--- config.mk ---
export PLATFORM = sky130hd
export DESIGN_NAME = cline_dispose
export DESIGN_NICKNAME = d
export VERILOG_FILES = /design/src/rtl/cdisp_pkg.sv /design/src/rtl/cdisp_plan.sv /design/src/rtl/cdisp_beats.sv /design/src/rtl/cline_dispose.sv
export SDC_FILE = /design/constraint.sdc
export NUM_CORES = 1
export LEC_CHECK = 0
export ABC_CLOCK_PERIOD_IN_PS = 1510
export BUFFER_PORTS_ARGS = -buffer_cell sky130_fd_sc_hd__buf_2
export CORE_UTILIZATION = 42
export DETAILED_ROUTE_END_ITERATION = 10
export PLACE_DENSITY = 0.86
export REMOVE_ABC_BUFFERS = 1
export SYNTH_ARGS = -nofsm -noshare
export SYNTH_HDL_FRONTEND = slang
export SYNTH_SLANG_ARGS = --single-unit
--- constraint.sdc ---
create_clock -name clk -period 1.51 [get_ports clk]
set_input_delay 0.0755 -clock clk [delete_from_list [all_inputs] [get_ports clk]]
set_output_delay 0.0755 -clock clk [all_outputs]
set_load 0.03 [all_outputs]
--- src/rtl/cdisp_pkg.sv ---
package cdisp_pkg;

   typedef enum logic [1:0] {
      K_FLUSH = 2'd0,
      K_IORD  = 2'd1,
      K_IOWR  = 2'd2,
      K_NONE  = 2'd3
   } ref_kind_e;

   typedef enum logic [2:0] {
      S_IDLE = 3'd0,
      S_DISP = 3'd1,
      S_RD   = 3'd2,
      S_VAC  = 3'd3,
      S_WR   = 3'd4,
      S_COOL = 3'd5
   } seq_state_e;

   typedef struct packed {
      logic mark_loading;
      logic mark_vacant;
      logic issue_rd;
      logic issue_wr;
      logic finish;
      logic from_cache;
   } disp_plan_t;

endpackage

--- src/rtl/cdisp_plan.sv ---
module cdisp_plan
   import cdisp_pkg::*;
(
   input  ref_kind_e  kind,
   input  logic       hit,
   input  logic       dirty,
   output disp_plan_t plan
);

   logic hit_dirty;
   assign hit_dirty = hit & dirty;

   always_comb begin
      plan = '0;
      unique case (kind)
         K_FLUSH: begin
            if (hit_dirty) begin
               plan.mark_loading = 1'b1;
               plan.issue_rd     = 1'b1;
            end else begin
               plan.mark_vacant = hit;
               plan.finish      = 1'b1;
            end
         end
         K_IORD: begin
            plan.issue_rd   = 1'b1;
            plan.from_cache = hit_dirty;
         end
         K_IOWR: begin
            plan.mark_vacant = hit;
            plan.issue_wr    = 1'b1;
         end
         default: begin
            plan.finish = 1'b1;
         end
      endcase
   end

endmodule

--- src/rtl/cdisp_beats.sv ---
module cdisp_beats #(
   parameter int BEATS = 16
) (
   input  logic clk,
   input  logic rst_n,
   input  logic en,
   input  logic beat,
   output logic last
);

   generate
      if (BEATS < 1) begin : g_bad_beats
         $error("cdisp_beats: BEATS must be at least 1");
      end

      if (BEATS == 1) begin : g_single
         assign last = en & beat;
      end else begin : g_count
         localparam int CW = $clog2(BEATS);
         localparam logic [CW-1:0] TOP = CW'(BEATS - 1);
         logic [CW-1:0] cnt_q;

         always_ff @(posedge clk or negedge rst_n) begin
            if (!rst_n) begin
               cnt_q <= '0;
            end else if (en && beat) begin
               cnt_q <= (cnt_q == TOP) ? '0 : cnt_q + 1'b1;
            end
         end

         assign last = en & beat & (cnt_q == TOP);

         a_r3_cnt_in_range : assert property (@(posedge clk) disable iff (!rst_n)
            cnt_q <= TOP);
         a_r4_cnt_wraps_on_last : assert property (@(posedge clk) disable iff (!rst_n)
            last |=> (cnt_q == '0));
      end
   endgenerate

endmodule

--- src/rtl/cline_dispose.sv ---
module cline_dispose
   import cdisp_pkg::*;
#(
   parameter int ADDR_W = 16,
   parameter int OFF_W  = 4,
   parameter int ID_W   = 6
) (
   input  logic                    clk,
   input  logic                    rst_n,
   input  logic                    req_valid,
   output logic                    req_ready,
   input  logic [1:0]              req_kind,
   input  logic [ADDR_W-1:0]       req_addr,
   input  logic [ID_W-1:0]         req_id,
   output logic [ADDR_W-OFF_W-1:0] lk_line,
   input  logic                    lk_hit,
   input  logic                    lk_dirty,
   output logic                    st_we,
   output logic                    st_op,
   output logic [ADDR_W-OFF_W-1:0] st_line,
   output logic                    sto_req,
   output logic                    sto_write,
   output logic [ADDR_W-OFF_W-1:0] sto_line,
   input  logic                    sto_beat,
   input  logic                    sto_err,
   output logic                    dev_beat,
   output logic                    dev_write,
   output logic [ID_W-1:0]         dev_id,
   output logic                    dev_fault,
   output logic                    cache_beat,
   output logic                    done
);

   localparam int LINE_W = ADDR_W - OFF_W;
   localparam int BEATS  = 1 << OFF_W;

   generate
      if (OFF_W < 1 || OFF_W > 8) begin : g_bad_off
         $error("cline_dispose: OFF_W out of range");
      end
      if (LINE_W < 1) begin : g_bad_addr
         $error("cline_dispose: ADDR_W must exceed OFF_W");
      end
      if (ID_W < 1) begin : g_bad_id
         $error("cline_dispose: ID_W must be positive");
      end
   endgenerate

   seq_state_e        state_q, state_d;
   ref_kind_e         kind_q;
   logic [LINE_W-1:0] line_q;
   logic [ID_W-1:0]   id_q;
   logic              hit_q, dirty_q;
   disp_plan_t        plan;
   logic              accept, window, last_beat, src_cache;

   assign req_ready = (state_q == S_IDLE);
   assign accept    = req_valid & req_ready;
   assign lk_line   = req_addr[ADDR_W-1:OFF_W];

   cdisp_plan u_plan (
      .kind  (kind_q),
      .hit   (hit_q),
      .dirty (dirty_q),
      .plan  (plan)
   );

   assign window = (state_q == S_RD) | (state_q == S_WR);

   cdisp_beats #(.BEATS(BEATS)) u_beats (
      .clk   (clk),
      .rst_n (rst_n),
      .en    (window),
      .beat  (sto_beat),
      .last  (last_beat)
   );

   always_ff @(posedge clk or negedge rst_n) begin
      if (!rst_n) begin
         state_q <= S_IDLE;
         kind_q  <= K_NONE;
         line_q  <= '0;
         id_q    <= '0;
         hit_q   <= 1'b0;
         dirty_q <= 1'b0;
      end else begin
         state_q <= state_d;
         if (accept) begin
            kind_q  <= ref_kind_e'(req_kind);
            line_q  <= req_addr[ADDR_W-1:OFF_W];
            id_q    <= req_id;
            hit_q   <= lk_hit;
            dirty_q <= lk_dirty;
         end
      end
   end

   always_comb begin
      state_d   = state_q;
      st_we     = 1'b0;
      st_op     = 1'b0;
      sto_req   = 1'b0;
      sto_write = 1'b0;
      done      = 1'b0;
      unique case (state_q)
         S_IDLE: begin
            if (accept) state_d = S_DISP;
         end
         S_DISP: begin
            st_we     = plan.mark_loading | plan.mark_vacant;
            st_op     = plan.mark_vacant;
            sto_req   = plan.issue_rd | plan.issue_wr;
            sto_write = plan.issue_wr;
            if (plan.finish) begin
               done    = 1'b1;
               state_d = S_COOL;
            end else if (plan.issue_rd) begin
               state_d = S_RD;
            end else begin
               state_d = S_WR;
            end
         end
         S_RD: begin
            if (last_beat) begin
               if (kind_q == K_FLUSH) begin
                  state_d = S_VAC;
               end else begin
                  done    = 1'b1;
                  state_d = S_COOL;
               end
            end
         end
         S_VAC: begin
            st_we     = 1'b1;
            st_op     = 1'b1;
            sto_req   = 1'b1;
            sto_write = 1'b1;
            state_d   = S_WR;
         end
         S_WR: begin
            if (last_beat) begin
               done    = 1'b1;
               state_d = S_COOL;
            end
         end
         default: begin
            state_d = S_IDLE;
         end
      endcase
   end

   assign st_line  = line_q;
   assign sto_line = line_q;
   assign dev_id   = id_q;

   assign src_cache  = hit_q & dirty_q;
   assign dev_write  = (kind_q == K_IOWR);
   assign dev_beat   = sto_beat & (((state_q == S_RD) & (kind_q == K_IORD)) |
                                   ((state_q == S_WR) & (kind_q == K_IOWR)));
   assign cache_beat = sto_beat & (((state_q == S_RD) & (kind_q == K_IORD) & src_cache) |
                                   ((state_q == S_WR) & (kind_q == K_FLUSH)));
   assign dev_fault  = sto_beat & sto_err & (state_q == S_RD) &
                       (kind_q == K_IORD) & ~src_cache;

   // loading mark is only ever paired with the dummy storage read
   a_r3_loading_with_read : assert property (@(posedge clk) disable iff (!rst_n)
      (st_we && !st_op) |-> (sto_req && !sto_write));

   // the flush vacate-and-writeback step directly follows a read beat
   a_r3_vacate_after_beat : assert property (@(posedge clk) disable iff (!rst_n)
      (st_we && st_op && sto_write && kind_q == K_FLUSH) |-> $past(sto_beat));

   a_r4_dev_on_storage_beat : assert property (@(posedge clk) disable iff (!rst_n)
      dev_beat |-> sto_beat);

   a_r4_read_no_state_change : assert property (@(posedge clk) disable iff (!rst_n)
      (kind_q == K_IORD && !req_ready) |-> !st_we);

   a_r5_write_no_cache_read : assert property (@(posedge clk) disable iff (!rst_n)
      (kind_q == K_IOWR && !req_ready) |-> !cache_beat);

   a_r8_fault_only_storage_data : assert property (@(posedge clk) disable iff (!rst_n)
      dev_fault |-> (dev_beat && !cache_beat && !dev_write));

   a_r9_busy_after_done : assert property (@(posedge clk) disable iff (!rst_n)
      done |=> !req_ready);

   a_r9_ready_returns : assert property (@(posedge clk) disable iff (!rst_n)
      done |-> ##2 req_ready);

   a_r1_update_isolated : assert property (@(posedge clk) disable iff (!rst_n)
      st_we |=> !st_we);

endmodule

==> results of run 1 <==
==> final cells by class <==
| cell class | instances | share of cell area, % |
|---|---|---|
| Multi-Input combinational cell | 90 | 35.5 |
| Tap cell | 50 | 2.62 |
| Timing Repair Buffer | 98 | 27.3 |
| Inverter | 4 | 0.733 |
| Clock buffer | 8 | 3.35 |
| Sequential cell | 29 | 30.5 |
==> flip-flops by register name, indices dropped and copies added, names as in the netlist <==
register               flops
st_line                   12
dev_id                     6
u_beats.g_count.cnt_q      4
state_q                    3
kind_q                     2
dirty_q                    1
hit_q                      1
==> stage by stage <==
step	setup WS [ps]	util [%]	hold WS [ps]	instance area, um2	instances
global placement	-46.1	51.8	125	2070	262
floorplan	-311	-	-220	1510	123
detailed placement	-69.3	51.8	140	2070	262
finish	-213	59.8	34.2	2390	279
global route	-275	59.8	27.6	2390	279
CTS	-206	56.5	24.2	2260	274
==> logic make-up after synthesis <==
group | share of synthesized area, %
compound gates | 8.20
xor+xnor | 0.999
fa+ha+maj | 3.57
buf+inv | 14.7
flops | 41.5
mux | 18.0
simple gates | 13.1
==> synth_stat cells, drive strengths merged (2+ instances only) <==
cell / instances
a21oi: 6
a32o: 2
a32oi: 2
and2: 2
buf: 29
dfrtp: 27
dfstp: 2
ha: 5
inv: 4
mux2: 22
nand2: 4
nand2b: 3
nand3: 6
nand3b: 2
nand4: 2
nor2: 9
nor2b: 3
nor3: 2
o21ai: 7
==> worst max-delay path, stage by stage (launching register included) <==
cell and delay, ps:
sky130_fd_sc_hd__dfstp_2 550, sky130_fd_sc_hd__buf_6 100, sky130_fd_sc_hd__ha_4 150, sky130_fd_sc_hd__buf_4 110
sky130_fd_sc_hd__nand3_2 60, sky130_fd_sc_hd__a211oi_2 210, sky130_fd_sc_hd__buf_4 190
==> power breakdown <==
part           leakage, nW  internal [mW]  switching, mW  total (mW)
clock network       0.0395          0.326          0.261       0.587
registers            0.344           1.19          0.330        1.52
logic                0.780           1.90           2.29        4.19
total                 1.16           3.41           2.88        6.30
==> what timing repair did <==
action	in CTS	in global routing
gates cloned	0	2
hold endpoints to repair	27	0
pin swaps	6	8
hold buffers	1	0
resized for setup	25	16
setup buffers	3	3
setup endpoints to repair	9	30
==> placed cells by master, fill, tap and decap left out, types with 3 or more instances in the layout <==
| cell | netlist | final |
|---|---|---|
| sky130_fd_sc_hd__nand3_1 | 6 | 5 |
| sky130_fd_sc_hd__buf_6 | 1 | 7 |
| sky130_fd_sc_hd__buf_4 | 25 | 17 |
| sky130_fd_sc_hd__clkbuf_1 | 1 | 3 |
| sky130_fd_sc_hd__o21ai_0 | 7 | 5 |
| sky130_fd_sc_hd__nor2_1 | 9 | 8 |
| sky130_fd_sc_hd__mux2_4 | 18 | 20 |
| sky130_fd_sc_hd__a21oi_1 | 6 | 5 |
| sky130_fd_sc_hd__nand2b_1 | 3 | 3 |
| sky130_fd_sc_hd__buf_2 | 1 | 69 |
| sky130_fd_sc_hd__dfrtp_1 | 27 | 26 |
| sky130_fd_sc_hd__nand2_1 | 4 | 3 |
| sky130_fd_sc_hd__clkbuf_8 | 0 | 5 |
==> metal layers <==
metal  routed length [um]  track usage, %
met5                    0               0
met4                   44            7.18
met3                  216            4.79
met2                 1850            26.0
met1                 1610            21.5
==> path summary, 6_finish.rpt <==
| check | from | depth (start not counted) | endpoint | slack [ps] |
|---|---|---|---|---|
| min | req_id[3] | 2 | dev_id[3] | 30 |
| max reg2reg | state_q[1] | 5 | st_line[5] | -30 |
| min in group asynchronous | rst_n | 2 | dev_id[4] | 360 |
| min reg2reg | u_beats.g_count.cnt_q[3] | 1 | u_beats.g_count.cnt_q[3] | 510 |
| max in group asynchronous | rst_n | 2 | state_q[2] | 710 |
| max | kind_q[0] | 6 | dev_fault | -210 |
==> results.txt, run 1 <==
The run finished, with violations left. The checks that failed: negative setup slack. The remaining number of nets flagged by the antenna check after routing is 0. The achievable frequency is between 0.5 and 0.6 GHz. For this design the static power due to leakage is around 1.2 nW.

The commonest register cell after synthesis is sky130_fd_sc_hd__dfrtp_1. The die boundary height came out at approximately 67 um. The max-slew headroom at the worst pin is about 58%. The total power density per cell area is ~2600 nW/um2.

The count of endpoints failing hold in the final timing report came out at 0. After synthesis, the share of flip-flops with an asynchronous set or reset is 100%. The max-capacitance violation count is 0. The fraction of layout instances using a drive strength above 1 is 62.9%. The number of antenna violations at the first check in global routing was 0.

The clock edge transition at the registers on the reported setup and hold paths is about 60 ps. The sum of overflow across all layers after global routing came out at 0. Yosys mapped a number of flops with a built-in enable equal to 0. The full die area is between 4000 and 5000 um2. The number of search-and-repair iterations in the first detailed-routing pass is 4. The tree is rooted in a sky130_fd_sc_hd__clkbuf_8.

The classification of the worst setup path is reg2out. Setup repair after global routing could not meet its margin everywhere. The multi-input logic area is roughly 850 um2. In the final layout, flip-flops and latches occupy 729 um2.

TritonCTS built the clock tree. The number of design-rule violations left by the first detailed-router iteration is 110. The level count of the clock H-tree is 2. The number of warnings printed during yosys synthesis came out at 0. The biggest area contributor in the post-synthesis netlist is sky130_fd_sc_hd__dfrtp_1. Along the worst path, the maximum fanout reaches 5.

After synthesis, the netlist uses 40 different library cells. The arrival time at the worst endpoint came out at between 1500 and 2000 ps. Setup slack on the critical path of the routed design comes to -213 ps. The effective utilization at floorplan is approximately 44%. After synthesis, the mean cell area works out to about 11 um2. The TritonCTS buffer count is 5. The required time at the endpoint of the critical path came out at ~1400 ps. The average routed wire per standard cell is 13.3 um. The post-synthesis cell count is about 150. In the post-synthesis netlist, the biggest area contributors are sky130_fd_sc_hd__dfrtp_1, sky130_fd_sc_hd__mux2_4, sky130_fd_sc_hd__buf_4, sky130_fd_sc_hd__ha_1, sky130_fd_sc_hd__dfstp_2. The total power is roughly 6.3 mW. The class of the most critical hold timing path is in2reg. The sum of routed wire length over all layers came out at 3720 um. The sum of negative setup slack is -1630 ps. The largest net degree at the start of global routing came out at 30. The maximum clock path buffer count came out at 2.

The count of buffers inserted at the top-level ports came out at just under 80. Of the post-synthesis cell area, the dominant cell type holds approximately two fifths. The number of filler instances in the final layout is between 300 and 400. The core area came out at about 4000 um2. The count of boundary I/O pins is between 80 and 90. The global-route total usage across every layer is between 15 and 20%. The first-pass GRT wire length came out at around 5400 um. STA classifies the critical path endpoint as an output pin. Clock latency on the worst-skew pair, taken at its later pin, is 270 ps. The total via count after detailed routing is roughly 1400.

The number of pins with negative max-slew slack in the final report is 0. Detailed placement ended at an HPWL of 2500 um. The relative area change from synthesis to final layout is 36.3%. The horizontal die dimension came out at ~67 um. The final layout contains between 200 and 300 nets. The final count of negative-setup-slack endpoints is 25. In this run the core area contains 23 standard-cell rows.

The worst path uses 114% of the clock period. The antenna diode count came out at 0. Counting every sink on the clock net gives 29.

On the final layout, the worst clock skew is between 2 and 3 ps. The slew at the pin closest to its max-slew limit came out at around 630 ps. The sequential fraction of the synthesis area came out at 41.5%.

The via count of the first global-routing pass is 1154. Dividing the detail-routed via count by the number of cells gives between 4 and 5. The worst setup path is launched from a flip-flop. The cell area after synthesis is between 1500 and 2000 um2. The worst-case IR drop observed on VDD is 1290 uV. The smallest clock period supported by the final layout is computed as 1720 ps. For this run, design rule violations remaining after detail routing come to 0. The weighted congestion reported at the end of routability-driven placement came out at between 0.8 and 0.9. The number of flip-flops and latches in the synthesized netlist is 29.
(Power assumes the default switching activity.)
==> inputs of run 2 (changes only) <==
SYNTH_HIERARCHICAL = 1   (was unset)
==> run 2 against run 1 <==
The flow still finishes with violations (negative setup slack). Sequential power barely moved. Synthesized cell count rose by 2.0%. Power is 9.3% higher. Utilization grew 4.1 points. Via count increased by 3.8%. Largest cell class unchanged. Largest power group unchanged. Highest routed layer unchanged.
==> results.txt, run 2 <==
The flow ran to the end, but the final reports show violations. The final reports fail on negative setup slack. The count of buffers inserted at the top-level ports came out at 78. The die boundary height came out at around 67 um. The synthesized area per cell is approximately 12 um2. Clock latency on the worst-skew pair, taken at its later pin, is ~270 ps. The count of boundary I/O pins came out at between 80 and 90.

The slew at the pin closest to its max-slew limit came out at ~640 ps. The static leakage power came out at ~1.3 nW. The switching share of power came out at 44.8%. The number of pins with negative max-slew slack in the final report came out at 0. IR analysis of the VDD net gives a maximum drop of between 1000 and 1500 uV. Leaving out fill and tap cells, the most frequent cell in the layout is sky130_fd_sc_hd__buf_2. The TritonCTS buffer count is 5. The total placed instance area came out at approximately 2200 um2. In this run the clock root is driven by a sky130_fd_sc_hd__clkbuf_8.

The post-route clock period utilization is 124%. The congestion estimate from routability-driven global placement came to 0.839. The part of the power in combinational logic came out at 68.0%. The max-capacitance violation count is 0. The HPWL after detailed placement is around 2700 um. The register with the most flip-flops in the layout has 12 of them.

The slack of the critical path is -363 ps. The final count of negative-setup-slack endpoints is 33. The number of antenna violations at the first check in global routing was 0.

After detailed routing, the total wire length is ~4000 um. The total via count after detailed routing came out at 1440. Setup repair after global routing could not meet its margin everywhere. The fraction of layout instances using a drive strength above 1 came out at roughly 70%.

The first global-routing pass estimated 6060 um of wire. The detail route stage leaves a number of antenna-violating nets equal to 0. The maximum clock path buffer count came out at 2.

The H-tree was split into 2 levels. The clock edge transition at the registers on the reported setup and hold paths came out at approximately 60 ps. The required time at the endpoint of the critical path is 1430 ps. Before antenna repair, the detailed router went through 4 iterations. The worst setup path is captured at an output pin. The part of the total power dissipated in the clock network came out at roughly 10%. The global-route total usage across every layer is roughly 18%. The total overflow left after global routing is 0. Final hold analysis gives a worst-case slack of 34.2 ps. The clock sink count is 29. The sequential power share is a little over a fifth.

The average routed wire per standard cell is approximately 14 um. Counting every instance in the synthesized netlist gives around 160. In this run, the number of DRC markers left after iteration 0 of detailed routing was 66. The core area came out at ~4100 um2. The arrival time at the worst endpoint is ~1800 ps. The repair_antennas step left the layout with diodes totalling 0.

In this run the core area contains 23 standard-cell rows. The relative area change from synthesis to final layout came out at 44.4%. The largest net degree at the start of global routing came out at 30.

The number of warnings printed during yosys synthesis came out at 6. The full die area came out at between 4000 and 5000 um2. In this run the horizontal extent of the chip is approximately 67 um.

The worst setup path is launched from a flip-flop. The number of remaining DRC errors is 0. The net count reported at finish is around 280.

Headroom to the max-slew limit came out at a little under three fifths. The TritonCTS clock tree is built. Along the worst path, the maximum fanout reaches 4.

The cell-internal power is roughly 3.8 mW. The net load switching power came out at approximately 3.1 mW. The count of endpoints failing hold in the final timing report is 0.

In the layout the commonest cells are sky130_fd_sc_hd__buf_2, sky130_fd_sc_hd__dfrtp_1, sky130_fd_sc_hd__buf_4. The total power density per cell area is between 2000 and 3000 nW/um2. The largest clock skew in the final design is approximately 2.6 ps. The worst path in the final design needs a cycle of between 1500 and 2000 ps, including I/O delays and setup. The fraction of the core area covered by cells at the end of the flow is 63.9%.

The effective utilization at floorplan came out at about 44%. The class of the most critical hold timing path is in2reg. The final standard cell area without fillers is 2590 um2. The achievable frequency is between 0.5 and 0.6 GHz. The setup path with the least slack is of type reg2out. The via count of the first global-routing pass was 1377. The cell area after synthesis is 1800 um2. Dividing the detail-routed via count by the number of cells gives between 4 and 5. The number of filler instances in the final layout is 308.
-- run 2: changes by cell type in the layout (fill, tap and decap cells not counted), moves of 3 or more --
cell,change
sky130_fd_sc_hd__a21oi_1,-3
sky130_fd_sc_hd__mux2_4,+3
sky130_fd_sc_hd__nand2_1,+3
sky130_fd_sc_hd__o31ai_1,+3
sky130_fd_sc_hd__o21ai_0,-3
sky130_fd_sc_hd__clkbuf_1,-3
sky130_fd_sc_hd__buf_4,+8
-- run 2: power by group through the flow --
stage	clock, mW	combinational, mW	sequential [mW]
5_1_grt	0.750	4.97	1.58
2_1_floorplan	0	1.55	2.39
4_1_cts	0.717	4.27	1.51
3_3_place_gp	0	3.72	1.46
6_report	0.688	4.68	1.52
3_5_place_dp	0	3.78	1.47
-- run 2: metrics by stage --
stage / setup TNS (ps) / cells / worst slack [ps] / power [mW]
after floorplan: -20550 / 126 / -928 / 3.94
after global placement: -1950 / 274 / -125 / 5.17
after detailed placement: -2830 / 274 / -164 / 5.26
after CTS: -3030 / 288 / -332 / 6.50
after global routing: -7580 / 290 / -402 / 7.30
final: -5070 / 290 / -363 / 6.88
-- run 2: final timing paths --
check / cells after the start / from / endpoint / slack (ps)
max in group asynchronous: 2 / rst_n / state_q[2] / 690
worst max-delay path: 8 / state_q[1] / done / -360
worst min-delay path: 2 / req_kind[0] / kind_q[0] / 30
worst min register to register: 1 / u_beats/g_count.cnt_q[3] / u_beats/g_count.cnt_q[3] / 470
worst max register to register: 8 / kind_q[0] / state_q[1] / -210
min in group asynchronous: 2 / rst_n / st_line[0] / 370
-- run 2: timing repair --
item,CTS,global route
resized for setup,41,21
pin swaps,19,6
setup endpoints to repair,33,34
hold buffers,1,0
endpoints found under the hold margin,27,0
setup buffers,5,4
gates cloned,1,0
-- run 2: metal layers --
metal,vias up,part of all wire (%),GRT usage [%]
met2,49,52,31.1
met1,705,42,22.1
met3,6,4.0,4.05
li1,680,-,-
met4,0,1.4,4.26
met5,-,0,0
-- run 2: worst max-delay path, cell delays in order (launching register included) --
cell                        delay [ps]
sky130_fd_sc_hd__dfrtp_2           410
sky130_fd_sc_hd__nor2b_4           180
sky130_fd_sc_hd__o21ba_4           170
sky130_fd_sc_hd__nand2_4            50
sky130_fd_sc_hd__nor2_4            110
sky130_fd_sc_hd__nand2_1           100
sky130_fd_sc_hd__a2bb2oi_2         140
sky130_fd_sc_hd__o22ai_1           180
sky130_fd_sc_hd__buf_4             190
-- run 2: layout make-up --
type                    instances  area (um2)  area share (%)
multi-input cells              92         981            37.8
flip-flops and latches         29         731            28.2
repair buffers                106         694            26.8
clock buffers                   7        96.3            3.71
well taps                      50        62.6            2.41
inverters                       5        23.8           0.917
clock inverters                 1        5.00           0.193
